--- src/rtl/spk_pkg.sv ---
package spk_pkg;
    localparam int BYTE_W = 8;

    localparam logic ADDR_CTRL = 1'b0;
    localparam logic ADDR_DIV  = 1'b1;

    localparam int CTRL_GATE_BIT  = 0;
    localparam int CTRL_DRIVE_BIT = 1;
    localparam int CTRL_TONE_BIT  = 2;
endpackage

--- src/rtl/spk_regs.sv ---
module spk_regs
    import spk_pkg::*;
#(
    parameter int DIV_BYTES = 2,
    localparam int DIV_W = DIV_BYTES * BYTE_W
) (
    input  logic              clk,
    input  logic              rst_n,
    input  logic              bus_wr,
    input  logic              bus_addr,
    input  logic [BYTE_W-1:0] bus_wdata,
    input  logic              tone_i,
    output logic              gate_o,
    output logic              drive_o,
    output logic              load_o,
    output logic [DIV_W-1:0]  load_val_o,
    output logic [BYTE_W-1:0] bus_rdata
);
    localparam int LO_W  = DIV_W - BYTE_W;
    localparam int IDX_W = (DIV_BYTES > 2) ? $clog2(DIV_BYTES) : 1;
    localparam logic [IDX_W-1:0] LAST_IDX = IDX_W'(DIV_BYTES - 1);

    typedef struct packed {
        logic             gate;
        logic             drive;
        logic [IDX_W-1:0] idx;
        logic [LO_W-1:0]  lo;
    } regs_t;

    regs_t s_q, s_d;
    logic [LO_W-1:0] lo_shift;
    logic            wr_ctrl, wr_div;

    // lower bytes gather into a right-shifting store, first byte lowest
    generate
        if (LO_W == BYTE_W) begin : g_two_bytes
            assign lo_shift = bus_wdata;
        end else begin : g_many_bytes
            assign lo_shift = {bus_wdata, s_q.lo[LO_W-1:BYTE_W]};
        end
    endgenerate

    assign wr_ctrl = bus_wr && (bus_addr == ADDR_CTRL);
    assign wr_div  = bus_wr && (bus_addr == ADDR_DIV);

    always_comb begin
        s_d = s_q;
        if (wr_ctrl) begin
            s_d.gate  = bus_wdata[CTRL_GATE_BIT];
            s_d.drive = bus_wdata[CTRL_DRIVE_BIT];
        end
        if (wr_div) begin
            if (s_q.idx == LAST_IDX) begin
                s_d.idx = '0;
            end else begin
                s_d.idx = s_q.idx + 1'b1;
                s_d.lo  = lo_shift;
            end
        end
    end

    always_ff @(posedge clk) begin
        if (!rst_n) s_q <= '0;
        else        s_q <= s_d;
    end

    assign gate_o     = s_q.gate;
    assign drive_o    = s_q.drive;
    assign load_o     = wr_div && (s_q.idx == LAST_IDX);
    assign load_val_o = {bus_wdata, s_q.lo};

    always_comb begin
        bus_rdata = '0;
        if (bus_addr == ADDR_CTRL) begin
            bus_rdata[CTRL_GATE_BIT]  = s_q.gate;
            bus_rdata[CTRL_DRIVE_BIT] = s_q.drive;
            bus_rdata[CTRL_TONE_BIT]  = tone_i;
        end
    end

    // a full load leaves the byte sequencer waiting for a fresh low byte
    a_r4_seq_restart: assert property (@(posedge clk) disable iff (!rst_n)
        load_o |=> (s_q.idx == '0));

    // divisor writes never disturb the control bits
    a_r9_ctrl_stable: assert property (@(posedge clk) disable iff (!rst_n)
        (bus_wr && bus_addr == ADDR_DIV) |=> ($stable(s_q.gate) && $stable(s_q.drive)));
endmodule

--- src/rtl/spk_tone_counter.sv ---
module spk_tone_counter #(
    parameter int DIV_W = 16
) (
    input  logic             clk,
    input  logic             rst_n,
    input  logic             gate_i,
    input  logic             load_i,
    input  logic [DIV_W-1:0] load_val_i,
    output logic             tone_o
);
    // a stored period of 0 stands for 2**DIV_W
    typedef struct packed {
        logic             armed;
        logic [DIV_W-1:0] period;
        logic [DIV_W-1:0] cnt;
    } cnt_t;

    cnt_t s_q, s_d;
    logic [DIV_W-1:0] last_q;
    logic [DIV_W-1:0] last_new;
    logic [DIV_W-1:0] half;

    assign last_q   = s_q.period - 1'b1;
    assign last_new = load_val_i - 1'b1;
    assign half     = (s_q.period == '0) ? {1'b1, {(DIV_W-1){1'b0}}}
                                         : (s_q.period >> 1);

    always_comb begin
        s_d = s_q;
        if (load_i) begin
            s_d.armed  = 1'b1;
            s_d.period = load_val_i;
            s_d.cnt    = last_new;
        end else if (!gate_i || !s_q.armed) begin
            s_d.cnt = last_q;
        end else if (s_q.cnt == '0) begin
            s_d.cnt = last_q;
        end else begin
            s_d.cnt = s_q.cnt - 1'b1;
        end
    end

    always_ff @(posedge clk) begin
        if (!rst_n) s_q <= '0;
        else        s_q <= s_d;
    end

    assign tone_o = !gate_i || !s_q.armed || (s_q.cnt >= half);

    // every reload starts in the high phase
    a_r5_load_high: assert property (@(posedge clk) disable iff (!rst_n)
        (load_i && gate_i) |=> (tone_o || !gate_i));

    // a finished period wraps back to its top count
    a_r5_wrap: assert property (@(posedge clk) disable iff (!rst_n)
        (gate_i && s_q.armed && !load_i && s_q.cnt == '0)
        |=> (s_q.cnt == $past(last_q)));

    // the count never leaves the period range (0 stands for the full range)
    always_comb begin
        if (rst_n && s_q.armed && s_q.period != '0)
            a_r6_in_range: assert (s_q.cnt < s_q.period);
    end
endmodule

--- src/rtl/spk_tone_ctrl.sv ---
module spk_tone_ctrl
    import spk_pkg::*;
#(
    parameter int DIV_BYTES = 2,
    localparam int DIV_W = DIV_BYTES * BYTE_W
) (
    input  logic              clk,
    input  logic              rst_n,
    input  logic              bus_wr,
    input  logic              bus_addr,
    input  logic [BYTE_W-1:0] bus_wdata,
    output logic [BYTE_W-1:0] bus_rdata,
    output logic              spk_out
);
    logic             gate, drive, load, tone;
    logic [DIV_W-1:0] load_val;

    spk_regs #(.DIV_BYTES(DIV_BYTES)) u_regs (
        .clk        (clk),
        .rst_n      (rst_n),
        .bus_wr     (bus_wr),
        .bus_addr   (bus_addr),
        .bus_wdata  (bus_wdata),
        .tone_i     (tone),
        .gate_o     (gate),
        .drive_o    (drive),
        .load_o     (load),
        .load_val_o (load_val),
        .bus_rdata  (bus_rdata)
    );

    spk_tone_counter #(.DIV_W(DIV_W)) u_cnt (
        .clk        (clk),
        .rst_n      (rst_n),
        .gate_i     (gate),
        .load_i     (load),
        .load_val_i (load_val),
        .tone_o     (tone)
    );

    assign spk_out = tone & drive;

    // with the gate off the register bit alone drives the speaker
    a_r2_direct: assert property (@(posedge clk) disable iff (!rst_n)
        !gate |-> (spk_out == drive));

    // no waveform before the first complete divisor load
    a_r10_unloaded_high: assert property (@(posedge clk) disable iff (!rst_n)
        (drive && !$past(load) && $past(!u_cnt.s_q.armed) && !load) |-> spk_out);
endmodule

--- config.mk ---
export PLATFORM = sky130hd
export DESIGN_NAME = spk_tone_ctrl
export DESIGN_NICKNAME = d
export VERILOG_FILES = /design/src/rtl/spk_pkg.sv /design/src/rtl/spk_regs.sv /design/src/rtl/spk_tone_counter.sv /design/src/rtl/spk_tone_ctrl.sv
export SDC_FILE = /design/constraint.sdc
export NUM_CORES = 1
export LEC_CHECK = 0
export ABC_AREA = 1
export BUFFER_PORTS_ARGS = -buffer_cell sky130_fd_sc_hd__buf_2
export CORE_MARGIN = 4
export CORE_UTILIZATION = 30
export DETAILED_ROUTE_END_ITERATION = 12
export MAX_ROUTING_LAYER = met4
export RECOVER_POWER = 50
export SYNTH_ARGS = -nofsm -noshare
export SYNTH_HDL_FRONTEND = slang
export SYNTH_SLANG_ARGS = --single-unit
export TNS_END_PERCENT = 20
--- constraint.sdc ---
create_clock -name clk -period 2.3 [get_ports clk]
set_clock_uncertainty 0.1 [all_clocks]
set_input_delay 0.345 -clock clk [delete_from_list [all_inputs] [get_ports clk]]
set_output_delay 0.345 -clock clk [all_outputs]
set_load 0.05 [all_outputs]
# Word-level counts from Yosys, hierarchy flattened
# Cells that the tools add are included.
# Widths: inputs -> output; s select.
# word_totals
reg_bits	44
inputBits	12
out_inout_bits	9
wordCells	31
# classes
add_sub_neg	4
n_lt_le_gt_ge	1
n_mux	6
bitwise_logic	3
n_reduce_logical	10
# op_table
cell	n
$mux 16	4
$sub 16x1->16 const B	3
$logic_not 16->1	2
$ge 16x16->1	1
$logic_and 1x1->1	3
$mux 3	1
$logic_not 1->1	2
$logic_or 1x1->1	2
$not 1->1	2
$reduce_and 2->1	1
$add 1x1->1 const B	1
$and 1x1->1	1
$mux 1	1

# Logic depth before layout (Yosys ltp)
# Gate-level depths: netlist of run 1.
# depth
word_depth	5
ltp_mapped	16
ltp_nobuf	16

# Hierarchy
# A second synthesis of run 1 with hierarchy kept.
# hier_totals
hier_cells	552
hier_area_um2	3412.0
# modules_own_cells
mod	instances	cells_each	area_each_um2	seq_area_each_um2
spk_tone_counter	1	454	2752.6	660.6
spk_regs	1	96	651.9	220.2
spk_tone_ctrl	1	2	7.5	0.0

# Least setup slack after synthesis of run 1
# No wires, ideal clock.
# synth_path
kind	register -> output
startpoint	reg u_cnt.s_q[16] (netlist bit)
endpoint	out bus_rdata[2]
t_arrival_ps	2001
required_ps	1855
setup_slack_ps	-146
stages_incl_launch_ff	13
cell_sequence	dfxtp_1 -> inv_1 -> ha_1 -> nand3_1 -> nor3_1 -> nand4_1 -> ha_1 -> nand4_1 -> nor3_1 -> nand3_1 -> nand4_1 -> nand2_1 -> inv_1
# synth_between
elab_chain_cells	5
# synth_rtl
element	line_no	source
from (decl)	spk_tone_counter.sv:18	cnt_t s_q, s_d;
from (signal assigned)	spk_tone_counter.sv:44	if (!rst_n) s_q <= '0;
from (signal assigned)	spk_tone_counter.sv:45	else s_q <= s_d;
$logic_not 16->1	spk_tone_counter.sv:25	assign half = (s_q.period == '0) ? {1'b1, {(DIV_W-1){1'b0}}}
$mux 16	spk_tone_counter.sv:25	
$ge 16x16->1	spk_tone_counter.sv:48	assign tone_o = !gate_i || !s_q.armed || (s_q.cnt >= half);
$logic_or 1x1->1	spk_tone_counter.sv:48	
$mux 3	spk_regs.sv:74	if (bus_addr == ADDR_CTRL) begin
to (decl)	spk_tone_ctrl.sv:12	output logic [BYTE_W-1:0] bus_rdata,
# No other way between the ends.

# Worst setup path in the final report of run 1
# layout_path
startpoint	reg u_cnt.s_q[17] (netlist bit)
endpoint	out spk_out
# layout_between
elab_chain_cells	5
# layout_rtl
element	line_no	source
$logic_not 16->1	spk_tone_counter.sv:25	
$mux 16 *	spk_tone_counter.sv:25	
$ge 16x16->1 *	spk_tone_counter.sv:48	
$logic_or 1x1->1 *	spk_tone_counter.sv:48	
$and 1x1->1 *	spk_tone_ctrl.sv:41	assign spk_out = tone & drive;
to (decl)	spk_tone_ctrl.sv:13	output logic spk_out
# Mark *: on every way between the ends. The rest lies on a longest branch, timed or not.

==> reports/qor.csv, run 1 <==
stage;metric;value;unit
grt;grt_max_degree;36;
floorplanning;start_util;0.310;
placement;placedCellCount;679;
worst_setup_path;crit_path_cell_trace;inv_2 -> ha_4 -> nand3_2 -> nor3_2 -> nand4_1 -> ha_1 -> a21oi_1 -> o21ai_1 -> a21oi_1 -> nand4_1 -> nand2_1 -> clkinvlp_4 -> buf_8;
worst_setup_path;slowest_stage;ha_1;
synth;yosysUniqueCellTypes;33;
route;vias;3323;
finish;finalNonFillerCells;687;
floorplanning;rows;37;
synth;ys_seq_area_frac;0.274;
worst_setup_path;max_stage_delay;0.36;ns
floorplanning;die_area;0.0125;mm^2
worst_setup_path;cp.arrival;2.54;ns
worst_setup_path;critPathCaptureType;output port;
route;drcViolationCount;0;
clocking;clockBufferDepth;2;
clocking;tritoncts;done;
timing;rsz0062_at_grt;yes;
synth;avgSynthCellArea;6.34;um^2
clocking;cts.htree.levels;2;
floorplanning;ios;21;
timing;hold_viol;0;
worst_setup_path;crit_buf_inv;3;
placement;dp_hpwl;7360;um
timing;worstMarginPinSlew;1.18;ns
floorplanning;core-area;0.0104;mm^2
synth;synth_fa_ha_area_frac;0.0816;
grt;antenna_found_initial;0;
timing;slew-limit-headroom;0.214;
status;outcome;complete, but fails checks;
timing;slew_viol_final;0;
worst_setup_path;critPathKind;flip-flop to output port;
synth;yosys_warnings;0;
timing;final-setup-viol-count;2;
finish;layout-drive-gt1-share;0.147;
worst_setup_path;cp-start-kind;flip-flop;
worst_setup_path;required;1.86;ns
route;totalWireLength;9220;um
finish;area_growth;17.0;%
placement;port_buffers;15;
pwr;leakagePower;1.78;nW
floorplanning;die_h;112;um
pwr;p_total;2.07;mW
clocking;cts_made_buffers;5;
clocking;clock_latency;0.30;ns
floorplanning;fp.dieW;112;um
synth;ys_seq_elements;44;
finish;nets;584;
route;first_pass_iters;5;
synth;synth_compound_area_frac;0.181;
worst_setup_path;cp_max_fo;3;
pwr;peakVddDrop;0.000339;V
status;violations;negative setup slack;
route;drtIter0Drc;173;
route;ant_nets;0;
finish;antenna_cells;0;
synth;yosys.area_share.simple;0.311;
grt;grt_pass1_vias;3108;
finish;fill_cells;1145;
clocking;clkTransAtPathRegs;0.08;ns
route;vias_per_cell;4.84;
synth;synth_top_family_by_area;simple AND/OR/NAND/NOR gates;
timing;finalCritPeriodShare;1.30;
clocking;ctsHoldBuffers;0;
placement;gp_congestion;0.906;
route;wl_per_cell;13.4;um
timing;final.min_clock_period;2.99;ns
worst_setup_path;cp_top_family;simple AND/OR/NAND/NOR gates;
clocking;clock-root-buffer;clkbuf_8;
synth;netlist_instances;508;
timing;setup_slack;-0.689;ns
clocking;cts_sinks;44;
synth;synth_mux_area_frac;0;
pwr;power_per_cell_area;550;mW/mm^2
grt;grt_pass1_wl;15100;um
hold_path;hp-class;input port to flip-flop;
timing;fmaxAchievable;0.335;GHz
grt;track_usage;0.151;
synth;synth_xor_area_frac;0.0408;
synth;netlist_area;0.00322;mm^2
grt;gr-total-overflow;0;
flow_run;drv_cap;0;
[report_power, final]
| part | total, mW | internal [mW] | switching (mW) | leakage [nW] |
|---|---|---|---|---|
| Clock | 0.476 | 0.207 | 0.269 | 0.0410 |
| Sequential | 0.891 | 0.824 | 0.0664 | 0.364 |
| Combinational | 0.703 | 0.263 | 0.440 | 1.37 |
| Total | 2.07 | 1.30 | 0.775 | 1.78 |
[synth_stat cells]
master | count | area, um^2
a211oi_1 | 1 | 7.51
a21oi_1 | 57 | 285
and2_1 | 1 | 6.26
buf_2 | 3 | 15.0
buf_4 | 6 | 45.0
buf_6 | 1 | 11.3
clkbuf_1 | 8 | 30.0
clkinv_1 | 1 | 3.75
conb_1 | 1 | 3.75
dfxtp_1 | 44 | 881
ha_1 | 21 | 263
inv_1 | 63 | 236
inv_2 | 2 | 7.51
inv_4 | 1 | 6.26
nand2_1 | 101 | 379
nand2_2 | 4 | 25.0
nand2_4 | 1 | 11.3
nand3_1 | 45 | 225
nand3_2 | 2 | 20.0
nand3b_1 | 1 | 7.51
nand4_1 | 7 | 43.8
nor2_1 | 53 | 199
nor2_2 | 5 | 31.3
nor2_4 | 2 | 22.5
nor3_1 | 5 | 25.0
nor4_1 | 1 | 6.26
o211ai_1 | 1 | 7.51
o21a_1 | 2 | 15.0
o21ai_0 | 50 | 250
o21ai_1 | 2 | 10.0
o21bai_1 | 1 | 7.51
xnor2_1 | 2 | 17.5
xor2_1 | 13 | 114
[metal layers]
metal / track usage / vias to the layer above / part of all wire
met5: - / - / 0
met4: 0.0316 / 0 / 0.012
met3: 0.0201 / 11 / 0.037
met2: 0.255 / 81 / 0.48
met1: 0.195 / 1494 / 0.47
li1: - / 1737 / -
[cell families (layout without fill, tap and decap cells)]
family	Yosys count	count (layout)
adder cells (fa/ha/maj)	21	21
buffers and inverters	85	124
XOR/XNOR	15	15
flip-flops	44	44
AO/OA/AOI/OAI	114	114
other	1	5
AND/OR/NAND/NOR	228	228
[state kept, by name, indices dropped and copies added (netlist names)]
| signal | flops |
|---|---|
| u_regs.load_val_o | 8 |
| u_regs.drive_o | 1 |
| u_regs.gate_o | 1 |
| u_cnt.s_q | 33 |
| u_regs.s_q | 1 |
[timing repair]
item,4_1_cts,5_1_grt
pin swaps,2,8
endpoints found under the setup margin,2,2
resized for setup,3,12
buffers inserted,0,1
[path summary, 6_finish.rpt]
kind | from | end | slack (ns) | depth (start not counted)
setup / recovery | u_cnt.s_q[17] | spk_out | -0.69 | 13
hold / removal | bus_wdata[7] | u_cnt.s_q[31] | 0.26 | 3
setup reg to reg | u_cnt.s_q[17] | u_cnt.s_q[10] | 0.31 | 11
hold reg to reg | u_cnt.s_q[32] | u_cnt.s_q[32] | 0.37 | 1
[per-stage QoR]
step	hold slack, ns	setup WS, ns	util	TNS, ns	area, um^2
2_1_floorplan	0.341	-0.0459	-	-0.0841	3240
3_3_place_gp	0.347	-0.321	0.351	-0.641	3640
3_5_place_dp	0.353	-0.391	0.351	-0.772	3640
4_1_cts	0.258	-0.666	0.359	-1.30	3730
5_1_grt	0.276	-0.863	0.363	-1.69	3770
6_report	0.264	-0.689	0.363	-1.34	3770
[worst min-delay path, cell delays in order]
cell	delay (ns)
buf_2	0.09
inv_1	0.07
a21oi_1	0.12
[area by class of cell]
cell class	instances	area [um^2]	area share
Timing Repair Buffer	50	345	0.0917
Sequential cell	44	883	0.235
Clock inverter	1	5.00	0.00133
Clock buffer	6	72.6	0.0193
Inverter	67	262	0.0694
Tap cell	136	170	0.0452
Multi-Input combinational cell	383	2030	0.539
[layout by cell type, fill, tap and decap left out, types with 2 or more instances in the layout]
cell / instances
nand3_1: 44
dfxtp_1: 42
o21ai_0: 49
nand2_1: 100
inv_2: 4
xor2_1: 13
nand3_2: 3
nor2_2: 5
a21oi_1: 57
inv_1: 59
o21ai_1: 3
nor2_4: 2
nand4_1: 7
dfxtp_2: 2
clkinvlp_4: 2
o21a_1: 2
buf_4: 33
clkbuf_1: 4
buf_2: 12
ha_1: 20
nor3_2: 2
nor2_1: 53
conb_1: 5
nor3_1: 3
clkbuf_8: 5
nand2_2: 5
xnor2_1: 2
No activity file was read; power rests on OpenSTA's default activity.
==> run 2, diff against run 1 <==
- CTS_BUF_LIST: default -> sky130_fd_sc_hd__clkbuf_4 sky130_fd_sc_hd__clkbuf_8 sky130_fd_sc_hd__clkbuf_16
- CTS_CLUSTER_SIZE: default -> 16
==> reports/qor.csv, run 2 (synthesis gave the netlist of run 1 again) <==
stage;metric;value;unit;change
status;outcome;complete, but fails checks;;
status;violations;negative setup slack;;
finish;layout-drive-gt1-share;0.149;;+0.00181
timing;setup_slack;-0.689;ns;+0.0000540 ns
floorplanning;rows;37;;unchanged
placement;dpl_worst_slack;-0.391;ns;unchanged
worst_setup_path;required;1.86;ns;about the same
finish;finalNonFillerCells;687;;unchanged
timing;finalCritPeriodShare;1.30;;about the same
placement;port_buffers;15;;unchanged
flow_run;drv_cap;0;;unchanged
pwr;peakVddDrop;0.000339;V;about the same
worst_setup_path;crit_path_cell_trace;inv_2 -> ha_4 -> nand3_2 -> nor3_2 -> nand4_1 -> ha_1 -> a21oi_1 -> o21ai_1 -> a21oi_1 -> nand4_1 -> nand2_1 -> clkinvlp_4 -> buf_8;;
pwr;p_int;1.31;mW;+0.91%
timing;hold_viol;0;;unchanged
timing;fmaxAchievable;0.335;GHz;about the same
worst_setup_path;cp-start-kind;flip-flop;;
floorplanning;start_util;0.310;;unchanged
finish;largest_register;u_cnt.s_q;;
timing;worstMarginPinSlew;1.18;ns;+0.00355 ns
timing;rsz0062_at_grt;yes;;
hold_path;hp-class;input port to flip-flop;;
clocking;cts.htree.levels;2;;unchanged
floorplanning;core-area;0.0104;mm^2;unchanged
finish;final_cell_area;0.00377;mm^2;about the same
clocking;clkTransAtPathRegs;0.08;ns;about the same
finish;layout_common_cells;100 x nand2_1, 59 x inv_1, 57 x a21oi_1;;
route;vias_per_cell;4.83;;-0.21%
grt;gr-total-overflow;0;;unchanged
worst_setup_path;max_stage_delay;0.36;ns;about the same
route;wl_per_cell;13.4;um;-0.20%
pwr;pwr-share-comb;0.338;;-0.002
grt;track_usage;0.151;;unchanged
grt;antenna_found_initial;0;;unchanged
placement;placedCellCount;679;;unchanged
finish;area_growth;17.1;%;about the same
route;totalWireLength;9200;um;-0.20%
grt;met3_usage;0.0201;;unchanged
clocking;clockBufferDepth;2;;unchanged
worst_setup_path;cp_top_family;simple AND/OR/NAND/NOR gates;;
pwr;p_total;2.08;mW;+0.53%
worst_setup_path;critPathCaptureType;output port;;
clocking;clock-root-buffer;clkbuf_8;;
floorplanning;die_area;0.0125;mm^2;unchanged
pwr;power_per_cell_area;552;mW/mm^2;+0.43%
route;drtIter0Drc;172;;-0.58%
timing;slew_viol_final;0;;unchanged
route;vias;3316;;-0.21%
finish;nets;584;;unchanged
clocking;ctsHoldBuffers;0;;unchanged
clocking;clock_latency;0.30;ns;about the same
grt;grt_util_met1;0.195;;unchanged
placement;dpl_cell_area;0.00364;mm^2;unchanged
clocking;cts_sinks;44;;unchanged
route;drcViolationCount;0;;unchanged
clocking;tritoncts;done;;
grt;grt-busiest-layer;met2;;
timing;final-setup-viol-count;2;;unchanged
worst_setup_path;cp.arrival;2.54;ns;about the same
worst_setup_path;critPathKind;flip-flop to output port;;
route;first_pass_iters;5;;unchanged
grt;grt_pass1_wl;15100;um;unchanged
route;ant_nets;0;;unchanged
pwr;seq_power_share;0.428;;-0.002
timing;final.min_clock_period;2.99;ns;-0.0000540 ns
floorplanning;ios;21;;unchanged
worst_setup_path;slowest_stage;ha_1;;
finish;antenna_cells;0;;unchanged
placement;gp_congestion;0.906;;unchanged
placement;dp_hpwl;7360;um;unchanged
grt;grt_max_degree;36;;unchanged
timing;slew-limit-headroom;0.211;;-0.00237
grt;grt_use_met2;0.255;;unchanged
timing;fin_setup_tns;-1.34;ns;+0.000110 ns
worst_setup_path;cp_max_fo;3;;unchanged
grt;grt_pass1_vias;3108;;unchanged
pwr;pwr-share-clk;0.235;;+0.005
finish;largest_reg_flops;33;;unchanged
worst_setup_path;crit_buf_inv;3;;unchanged
pwr;switchingPower;0.774;mW;about the same
floorplanning;die_h;112;um;unchanged
finish;final_common_cell;nand2_1;;
pwr;leakagePower;1.78;nW;+0.19%
pwr;p_sw_frac;0.372;;-0.00235
clocking;cts_made_buffers;5;;unchanged
floorplanning;fp.dieW;112;um;unchanged
==> run 2: worst register-to-register path: stages, from the launching register on <==
cell,delay (ns)
dfxtp_2,0.33
inv_2,0.08
buf_4,0.11
buf_4,0.09
ha_1,0.19
nand3_2,0.16
nor2_1,0.33
nand2_1,0.12
xor2_1,0.15
o21ai_0,0.14
nor2_1,0.05
nor2_1,0.08
==> run 2: what timing repair did <==
action | in CTS | in global routing
gates cloned | 0 | 0
pin swaps | 2 | 8
endpoints found under the setup margin | 2 | 2
buffers inserted | 0 | 1
gates resized for setup | 3 | 12
==> run 2: path summary, 6_finish.rpt <==
kind,to,startpoint,cells after the start,slack (ns)
worst min-delay path,u_cnt.s_q[31],bus_wdata[7],3,0.26
worst max register to register,u_cnt.s_q[10],u_cnt.s_q[17],11,0.31
worst max-delay path,spk_out,u_cnt.s_q[17],13,-0.69
worst min register to register,u_cnt.s_q[32],u_cnt.s_q[32],1,0.37
==> run 2: metal layers <==
| layer | up-vias | routed length [um] |
|---|---|---|
| met5 | - | 0 |
| met4 | 0 | 115 |
| met3 | 13 | 357 |
| met2 | 80 | 4440 |
| met1 | 1486 | 4280 |
| li1 | 1737 | - |
==> run 2: cell type report <==
| type | instances | area [um^2] |
|---|---|---|
| clock buffers | 6 | 76.3 |
| clock inverters | 1 | 5.00 |
| fillers | 1143 | 6600 |
| inverters | 67 | 262 |
| multi-input cells | 383 | 2030 |
| flip-flops and latches | 44 | 883 |
| well taps | 136 | 170 |
| repair buffers | 50 | 345 |
==> run 2: through the flow <==
| step | util | hold WS [ns] |
|---|---|---|
| after floorplan | - | 0.341 |
| after global placement | 0.351 | 0.347 |
| after detailed placement | 0.351 | 0.353 |
| after CTS | 0.360 | 0.258 |
| after global routing | 0.364 | 0.275 |
| final | 0.364 | 0.264 |
==> run 2: power by group through the flow <==
stage,logic [mW],registers [mW],clock network [mW]
after CTS,0.691,0.889,0.504
after detailed placement,0.686,0.907,0
final,0.702,0.891,0.488
after global routing,0.803,0.898,0.529
after global placement,0.676,0.905,0
after floorplan,0.509,0.893,0
==> run 3, diff against run 2 <==
- ABC_AREA: 1 -> default
==> reports/qor.csv, run 3 <==
stage;metric;value;unit;change
clocking;cts.htree.levels;2;;unchanged
hold_path;hold_path_end;u_cnt.s_q[31];;
worst_setup_path;r2r_end;u_cnt.s_q[15];;
timing;worstMarginPinSlew;1.21;ns;+0.0268 ns
clocking;clkTransAtPathRegs;0.09;ns;about the same
floorplanning;core-area;0.00937;mm^2;-9.6%
hold_path;whs_path_depth;3;;unchanged
synth;synth_top_area_share;0.299;;+0.0258
hold_path;hp-class;input port to flip-flop;;
worst_setup_path;cp_max_fo;2;;-1
synth;netlist_area;0.00294;mm^2;-8.6%
timing;fmaxAchievable;0.327;GHz;-2.2%
synth;ys_seq_elements;44;;unchanged
clocking;cts_sinks;44;;unchanged
finish;nets;472;;-19%
synth;async_flop_share;0;;unchanged
pwr;peakVddDrop;0.000235;V;-31%
finish;layout_common_cells;68 x buf_4, 50 x nand2_1, 41 x dfxtp_1;;
synth;synth_ff_type;dfxtp_1;;
timing;finalCritPeriodShare;1.33;;+0.0288
status;violations;negative setup slack;;
floorplanning;start_util;0.314;;+0.00344
clocking;clock_latency;0.30;ns;about the same
placement;dp_hpwl;6670;um;-9.4%
floorplanning;die_area;0.0115;mm^2;-8.0%
worst_setup_path;crit-reg2reg-launch;u_regs.load_val_o[5];;
route;vias;2765;;-17%
route;wl_per_cell;14.7;um;+10%
synth;yosysUniqueCellTypes;52;;+58%
synth;netlist_instances;360;;-29%
route;drtIter0Drc;132;;-23%
grt;track_usage;0.158;;+0.00667
worst_setup_path;critPathKind;flip-flop to output port;;
synth;yosysMostFrequentCell;nand2_1;;
placement;placedCellCount;561;;-17%
timing;final-setup-viol-count;3;;+1
worst_setup_path;max_stage_delay;0.43;ns;+0.07 ns
worst_setup_path;required;1.86;ns;about the same
floorplanning;die_h;107;um;-4.1%
floorplanning;rows;35;;-5.4%
worst_setup_path;cp_top_family;compound AO/OA/AOI/OAI gates;;
worst_setup_path;cp-start-kind;flip-flop;;
floorplanning;ios;21;;unchanged
worst_setup_path;cp.arrival;2.61;ns;+0.07 ns
timing;final.min_clock_period;3.05;ns;+0.0663 ns
pwr;power_per_cell_area;480;mW/mm^2;-13%
timing;slew_viol_final;0;;unchanged
finish;finalNonFillerCells;569;;-17%
placement;port_buffers;15;;unchanged
finish;final_common_cell;buf_4;;
clocking;cts_made_buffers;5;;unchanged
pwr;p_total;1.85;mW;-11%
timing;slew-limit-headroom;0.193;;-0.0179
clocking;tritoncts;done;;
route;vias_per_cell;4.86;;+0.68%
grt;gr-total-overflow;0;;unchanged
finish;largest_register;u_cnt.s_q;;
clocking;clock-root-buffer;clkbuf_8;;
synth;yosys-top-cells-count;51 x nand2_1, 44 x dfxtp_1, 29 x xnor2_1, 23 x inv_1, 21 x ha_1;;
synth;synth_edf_count;0;;unchanged
synth;avgSynthCellArea;8.17;um^2;+29%
grt;grt_max_degree;42;;+17%
hold_path;worstHoldStart;bus_wdata[7];;
synth;synth_top_area_cell;dfxtp_1;;
timing;setup_slack;-0.755;ns;-0.0663 ns
timing;rsz0062_at_grt;yes;;
worst_setup_path;critPathCaptureType;output port;;
floorplanning;fp.dieW;107;um;-4.1%
worst_setup_path;r2r_setup_slack;-0.04;ns;-0.35 ns
finish;antenna_cells;0;;unchanged
grt;grt_pass1_wl;14100;um;-6.4%
worst_setup_path;slowest_stage;a221o_1;;
placement;dpl_cell_area;0.00368;mm^2;+1.2%
route;ant_nets;0;;unchanged
clocking;ctsHoldBuffers;0;;unchanged
finish;final_cell_area;0.00386;mm^2;+2.4%
synth;yosys_warnings;0;;unchanged
timing;hold_viol;0;;unchanged
grt;grt_pass1_vias;2802;;-9.8%
synth;ys_seq_area_frac;0.299;;+0.0258
finish;layout-drive-gt1-share;0.268;;+0.119
route;first_pass_iters;4;;-1
synth;synth.area.top_cells;dfxtp_1 30%, ha_1 8.9%, xnor2_1 8.6%;;
finish;area_growth;31.3;%;
grt;antenna_found_initial;0;;unchanged
worst_setup_path;worst-r2r-cell-count;5;;-6
placement;dpl_worst_slack;-0.571;ns;-0.180 ns
status;outcome;complete, but fails checks;;
pwr;leakagePower;1.59;nW;-11%
clocking;clockBufferDepth;2;;unchanged
finish;fin_util;0.412;;+0.0485
route;totalWireLength;8380;um;-8.9%
route;drcViolationCount;0;;unchanged
finish;fill_cells;982;;-14%
worst_setup_path;crit_path_cell_trace;or3_4 -> nor4_4 -> a31oi_1 -> ha_1 -> nor2_2 -> a21oi_2 -> o41ai_2 -> a221o_1 -> a21boi_4 -> buf_6;;
worst_setup_path;crit_buf_inv;1;;-2
finish;largest_reg_flops;33;;unchanged
placement;gp_congestion;0.898;;-0.95%
flow_run;drv_cap;0;;unchanged
## run 3: worst min-delay path, delay by kind of cell
| kind | cells | cell delay, ns |
|---|---|---|
| AO/OA/AOI/OAI | 1 | 0.07 |
| buffers and inverters | 1 | 0.13 |
| AND/OR/NAND/NOR | 1 | 0.05 |
## run 3: power breakdown
| group | switching, mW | internal [mW] |
|---|---|---|
| clock | 0.291 | 0.244 |
| combinational | 0.255 | 0.232 |
| sequential | 0.0324 | 0.801 |
| total | 0.578 | 1.28 |
## run 3: final cells by class
cell class / count / area (um^2) / share of cell area
repair buffers: 85 / 612 / 0.158
clock buffers: 6 / 82.6 / 0.0214
flip-flops and latches: 44 / 885 / 0.229
well taps: 129 / 161 / 0.0418
multi-input cells: 280 / 2020 / 0.523
inverters: 23 / 86.3 / 0.0224
clock inverters: 2 / 15.0 / 0.00389
## run 3: worst max-delay path by stage
stage | slack [ns] | cells after the start | from | to
after floorplan | -0.41 | 9 | u_cnt.s_q[22] | spk_out
after global placement | -0.50 | 10 | u_cnt.s_q[22] | spk_out
after detailed placement | -0.57 | 10 | u_cnt.s_q[22] | spk_out
after CTS | -0.74 | 10 | u_cnt.s_q[22] | bus_rdata[2]
after global routing | -0.90 | 12 | u_cnt.s_q[16] | bus_rdata[2]
final | -0.75 | 10 | u_cnt.s_q[22] | spk_out
## run 3: kinds of logic (layout without fill, tap and decap cells)
kind of cell               Yosys count  in the layout  share of synthesized area
and+or+nand+nor                    136            136                      0.236
AOI/OAI and AO/OA                   69             69                      0.164
DFF                                 44             44                      0.299
buffers and inverters               40            116                     0.0578
xor gates and xnor gates            35             35                      0.104
adders and majority gates           21             21                     0.0893
muxes                               14             14                     0.0481
other                                1              5                    0.00127
## run 3: repair_timing
action,4_1_cts,5_1_grt
gates resized for setup,11,11
setup buffers,0,0
endpoints found under the hold margin,0,0
pin swaps,2,1
endpoints found under the setup margin,5,10
cloned,0,0
## run 3: through the flow
step           TNS, ns  hold WS (ns)
2_1_floorplan   -0.800         0.341
3_3_place_gp     -1.11         0.353
3_5_place_dp     -1.26         0.370
4_1_cts          -1.50         0.226
5_1_grt          -2.13         0.238
6_report         -1.53         0.239
## run 3: per-layer routing
| metal | wire length [um] | share of wire | vias up | GRT usage |
|---|---|---|---|---|
| li1 | - | - | 1421 | - |
| met1 | 3880 | 0.46 | 1282 | 0.200 |
| met2 | 4050 | 0.48 | 49 | 0.261 |
| met3 | 283 | 0.034 | 13 | 0.0205 |
| met4 | 170 | 0.020 | 0 | 0.0511 |
| met5 | 0 | 0 | - | - |
